[src/rtl/npc_pkg.sv]
package npc_pkg;
  typedef enum logic [1:0] {
    CTL_SEQ     = 2'd0,
    CTL_BRANCH  = 2'd1,
    CTL_JUMP    = 2'd2,
    CTL_REGJUMP = 2'd3
  } ctl_e;

  typedef enum logic [2:0] {
    CMP_EQ  = 3'd0,
    CMP_NE  = 3'd1,
    CMP_EQZ = 3'd2,
    CMP_NEZ = 3'd3,
    CMP_LT  = 3'd4,
    CMP_GE  = 3'd5,
    CMP_LTU = 3'd6,
    CMP_GEU = 3'd7
  } cmp_e;
endpackage

[src/rtl/npc_compare.sv]
module npc_compare #(
  parameter int XLEN = 32
) (
  input  logic [2:0]      cmp_i,
  input  logic [XLEN-1:0] lhs_i,
  input  logic [XLEN-1:0] rhs_i,
  output logic            hold_o
);
  import npc_pkg::*;

  logic [XLEN-1:0] rhs_eff;
  logic            is_eq;
  logic            is_lt;
  logic            is_ltu;
  logic            zero_form;

  // codes 2 and 3 compare against zero and drop the second operand
  assign zero_form = (cmp_i[2:1] == 2'b01);
  assign rhs_eff   = zero_form ? '0 : rhs_i;
  assign is_eq     = (lhs_i == rhs_eff);
  assign is_lt     = ($signed(lhs_i) < $signed(rhs_eff));
  assign is_ltu    = (lhs_i < rhs_eff);

  always_comb begin
    unique case (cmp_e'(cmp_i))
      CMP_EQ, CMP_EQZ: hold_o = is_eq;
      CMP_NE, CMP_NEZ: hold_o = !is_eq;
      CMP_LT:          hold_o = is_lt;
      CMP_GE:          hold_o = !is_lt;
      CMP_LTU:         hold_o = is_ltu;
      CMP_GEU:         hold_o = !is_ltu;
      default:         hold_o = 1'b0;
    endcase
  end

  always_comb begin
    if (zero_form && lhs_i == '0) begin
      AST_ZERO_FORM_EQ: assert (hold_o == !cmp_i[0]);
    end
  end
endmodule

[src/rtl/npc_step.sv]
module npc_step #(
  parameter int XLEN       = 32,
  parameter bit COMPRESSED = 1'b1
) (
  input  logic [XLEN-1:0] pc_i,
  input  logic            short_i,
  output logic [XLEN-1:0] seq_o
);
  localparam logic [XLEN-1:0] STEP_FULL  = XLEN'(4);
  localparam logic [XLEN-1:0] STEP_SHORT = XLEN'(2);

  generate
    if (COMPRESSED) begin : g_mixed
      assign seq_o = pc_i + (short_i ? STEP_SHORT : STEP_FULL);
    end else begin : g_word
      logic unused_short;
      assign unused_short = short_i;
      assign seq_o = pc_i + STEP_FULL;
    end
  endgenerate
endmodule

[src/rtl/npc_target.sv]
module npc_target #(
  parameter int XLEN = 32
) (
  input  logic [XLEN-1:0] pc_i,
  input  logic [XLEN-1:0] base_i,
  input  logic [XLEN-1:0] offset_i,
  input  logic            use_reg_i,
  output logic [XLEN-1:0] target_o
);
  localparam logic [XLEN-1:0] CLR_BIT0 = {{(XLEN-1){1'b1}}, 1'b0};

  logic [XLEN-1:0] rel_target;
  logic [XLEN-1:0] reg_sum;

  // pc-relative offsets count half-words; register offsets count bytes
  assign rel_target = pc_i + {offset_i[XLEN-2:0], 1'b0};
  assign reg_sum    = base_i + offset_i;
  assign target_o   = use_reg_i ? (reg_sum & CLR_BIT0) : rel_target;

  always_comb begin
    if (use_reg_i) begin
      AST_REG_TARGET_EVEN: assert (target_o[0] == 1'b0);
    end
  end
endmodule

[src/rtl/next_pc_unit.sv]
module next_pc_unit #(
  parameter int XLEN       = 32,
  parameter bit COMPRESSED = 1'b1
) (
  input  logic [XLEN-1:0] pc_i,
  input  logic            short_i,
  input  logic [1:0]      ctl_i,
  input  logic [2:0]      cmp_i,
  input  logic [XLEN-1:0] src_a_i,
  input  logic [XLEN-1:0] src_b_i,
  input  logic [XLEN-1:0] base_i,
  input  logic [XLEN-1:0] offset_i,
  output logic [XLEN-1:0] next_pc_o,
  output logic [XLEN-1:0] link_o,
  output logic            taken_o,
  output logic            misalign_o
);
  import npc_pkg::*;

  logic [XLEN-1:0] seq_pc;
  logic [XLEN-1:0] target;
  logic            cond_hold;
  logic            is_branch;
  logic            is_jump;

  npc_step #(.XLEN(XLEN), .COMPRESSED(COMPRESSED)) u_step (
    .pc_i    (pc_i),
    .short_i (short_i),
    .seq_o   (seq_pc)
  );

  npc_compare #(.XLEN(XLEN)) u_compare (
    .cmp_i  (cmp_i),
    .lhs_i  (src_a_i),
    .rhs_i  (src_b_i),
    .hold_o (cond_hold)
  );

  npc_target #(.XLEN(XLEN)) u_target (
    .pc_i      (pc_i),
    .base_i    (base_i),
    .offset_i  (offset_i),
    .use_reg_i (ctl_e'(ctl_i) == CTL_REGJUMP),
    .target_o  (target)
  );

  assign is_branch = (ctl_e'(ctl_i) == CTL_BRANCH);
  assign is_jump   = (ctl_e'(ctl_i) == CTL_JUMP) || (ctl_e'(ctl_i) == CTL_REGJUMP);
  assign taken_o   = is_jump || (is_branch && cond_hold);
  assign next_pc_o = taken_o ? target : seq_pc;
  assign link_o    = seq_pc;

  generate
    if (COMPRESSED) begin : g_mis_off
      assign misalign_o = 1'b0;
    end else begin : g_mis_on
      assign misalign_o = taken_o && target[1];
    end
  endgenerate

  always_comb begin
    if (ctl_e'(ctl_i) == CTL_SEQ) begin
      AST_SEQ_NOT_TAKEN: assert (!taken_o);
    end
    AST_LINK_STEP: assert ((link_o - pc_i == XLEN'(4)) || (link_o - pc_i == XLEN'(2)));
    if (is_branch && !taken_o) begin
      AST_FALLTHROUGH_LINK: assert (next_pc_o == link_o);
    end
    if (is_jump) begin
      AST_JUMP_TAKEN: assert (taken_o);
    end
    if (ctl_e'(ctl_i) == CTL_REGJUMP) begin
      AST_REGJUMP_EVEN: assert (next_pc_o[0] == 1'b0);
    end
    if (misalign_o) begin
      AST_MISALIGN_TAKEN: assert (taken_o && !COMPRESSED);
    end
  end
endmodule

[config.mk]
export PLATFORM = sky130hd
export DESIGN_NAME = next_pc_unit
export DESIGN_NICKNAME = d
export VERILOG_FILES = /design/src/rtl/npc_pkg.sv /design/src/rtl/npc_compare.sv /design/src/rtl/npc_step.sv /design/src/rtl/npc_target.sv /design/src/rtl/next_pc_unit.sv
export SDC_FILE = /design/constraint.sdc
export NUM_CORES = 1
export LEC_CHECK = 0
export BUFFER_PORTS_ARGS = -buffer_cell sky130_fd_sc_hd__buf_2
export CAP_MARGIN = 40
export CORE_ASPECT_RATIO = 1.75
export CORE_MARGIN = 4
export CORE_UTILIZATION = 51
export DETAILED_ROUTE_END_ITERATION = 10
export PLACE_DENSITY = 0.85
export SLEW_MARGIN = 20
export SYNTH_ARGS = -nofsm -noshare
export SYNTH_HDL_FRONTEND = slang
export SYNTH_HIERARCHICAL = 1
export SYNTH_SLANG_ARGS = --single-unit
[constraint.sdc]
create_clock -name vclk -period 4.2
set_clock_uncertainty 0.15 [all_clocks]
set_input_delay 0.21 -clock vclk [all_inputs]
set_output_delay 0.21 -clock vclk [all_outputs]
set_load 0.02 [all_outputs]
==> impl_metrics.json <==
{
  "critPathMaxStageDelay_ns": 0.39,
  "io_buffers": 231,
  "nClkBuffers": 0,
  "design_power_total_mw": 1.13,
  "syn_to_final_growth_pct": 22.8,
  "synth.distinct_cells": 77,
  "endpoint_kind": "primary output",
  "initial_core_util_pct": 52.6,
  "design.die.area_um2": 12500,
  "fin_tns_setup_ns": 0,
  "timing.hold.ws_ns": 0.513,
  "place_ws_ns": 0.503,
  "seqCellArea_um2": 0,
  "min_path_type": "in -> out",
  "routed_wl_mm": 20.1,
  "final_cells": 1098,
  "outcome": "completed",
  "grt_pass1_vias": 6945,
  "tightest_slew_ns": 0.714,
  "fin_area_um2": 6690,
  "rsz0062_at_grt": "false",
  "dp_hpwl_mm": 17.5,
  "netlist_area_um2": 5450,
  "synth_nets": 1020,
  "hp-start": "pc_i[0]",
  "worstPathRequired_ns": 3.84,
  "grt_remaining_overflow": 0,
  "crit_cells": 15,
  "dr.pass1.iters": 5,
  "via_count": 6739,
  "cap_violations": 0,
  "cp_slowest_cell": "fa_1",
  "place_area_um2": 6690,
  "gp_congestion": 0.972,
  "viasPerCell": 6.14,
  "p_leak_nw": 3.34,
  "fp-row-count": 49,
  "cts_setup_buffers": 0,
  "antenna_found_initial": 0,
  "path_class": "in -> out",
  "numSequentialCells": 0,
  "max_clock_freq_ghz": 0.266,
  "cpMostUsedCell": "buf_2",
  "synthCells": 757,
  "yosysSeqAreaShare_pct": 0,
  "worstSetupStartpoint": "pc_i[1]",
  "worst-path-max-fanout": 5,
  "finalSetupViolations": 0,
  "dieWidth_um": 86.1,
  "drt_iter0_drc": 303,
  "timing.final.ws_setup_ns": 0.445,
  "die-height_um": 145,
  "cp_num_buf_inv": 3,
  "coreArea_um2": 10400,
  "drv_slew": 0,
  "cp_data_arrival_time_ns": 3.40,
  "p_per_area_nw_per_um2": 168,
  "place_inst": 1098,
  "max-vdd-ir-drop_uv": 102,
  "drc": 0,
  "drive_above_1_share_pct": 30.6,
  "cp_cell_sequence": "buf_2, ha_1, inv_1, fa_1, nand2b_1, a21oi_1, o21a_1, a31oi_1, o21ai_1, a31oi_2, o31ai_1, xor2_1, o211a_1, mux2_2, buf_2",
  "start_kind": "primary input",
  "antenna_left": 0,
  "grt_pass1_wl_mm": 31.1,
  "hold_viol": 0,
  "period_share_pct": 89.4,
  "diodes": 0,
  "wl_per_cell_um": 18.3,
  "grt_max_degree": 33,
  "postCtsHoldBufs": 0,
  "period_needed_ns": 3.76,
  "yosys_warnings": 6,
  "final_nets": 1236,
  "design.portCount": 232,
  "synth_area_per_cell_um2": 7.20,
  "endpoint": "next_pc_o[29]",
  "critPathTopFamily": "compound AO/OA/AOI/OAI gates",
  "relSlewSlack_pct": 52.4,
  "cts_resized": 0,
  "grt.total_usage_pct": 30.5,
  "fin_util_pct": 64.6
}
-- power breakdown --
part	internal (mW)	total (mW)	switching [mW]
registers	0	0	0
logic	0.473	1.13	0.653
clock network	0	0	0
-- synthesized netlist by cell type (9+ instances only) --
master	n	area, um^2
a211oi_1	9	67.6
a21o_1	31	233
a21oi_1	55	275
clkbuf_1	15	56.3
ha_1	94	1180
inv_1	20	75.1
mux2_2	31	349
nand2_1	103	387
nand3_1	23	115
nand4_1	19	119
nor2_1	47	176
nor3_1	23	115
o21a_1	10	75.1
o21ai_0	51	255
xnor2_1	37	324
xor2_1	47	412
-- logic make-up after synthesis --
| logic type | count (synthesis) | share of synthesized area [%] |
|---|---|---|
| XOR/XNOR | 84 | 13.5 |
| multiplexers | 37 | 7.55 |
| AND/OR/NAND/NOR | 270 | 25.1 |
| adder cells (fa/ha/maj) | 97 | 22.7 |
| other | 1 | 0.0688 |
| AO/OA/AOI/OAI | 224 | 27.3 |
| buffers and inverters | 44 | 3.74 |
-- placed cells by master (no fill, tap or decap), drive strengths merged, types with 7 or more instances in the layout --
cell type | netlist | final
ha | 94 | 94
nor4 | 12 | 12
xor2 | 47 | 47
o21a | 10 | 10
buf | 9 | 238
a21o | 33 | 33
nand2b | 8 | 8
nor2 | 47 | 47
a21oi | 56 | 56
nand3 | 24 | 24
nand2 | 104 | 104
nor3 | 23 | 23
mux2 | 33 | 33
o21ai | 55 | 55
a211oi | 10 | 10
inv | 20 | 20
a31oi | 8 | 8
o211ai | 7 | 7
nand4 | 20 | 20
xnor2 | 37 | 37
-- routing by layer --
metal  up-vias  routed length (um)  global-route usage [%]
met5         -                   0                       0
met4         0                1470                    21.3
met3       101                1160                    3.40
met2       333               10900                    60.9
met1      3048                6540                    27.6
li1       3257                   -                       -
-- final cells by class --
class	instances	area, um^2
multi-input cells	713	5250
fillers	970	3670
repair buffers	238	1210
well taps	127	159
inverters	20	75.1
-- worst min-delay path by stage --
stage | to | slack (ns) | cells after the start
2_1_floorplan | link_o[0] | 0.39 | 1
3_3_place_gp | link_o[0] | 0.51 | 2
3_5_place_dp | link_o[0] | 0.51 | 2
4_1_cts | link_o[0] | 0.51 | 2
5_1_grt | link_o[0] | 0.53 | 2
6_report | link_o[0] | 0.51 | 2
Note: power is estimated with default switching activity, not from simulation.
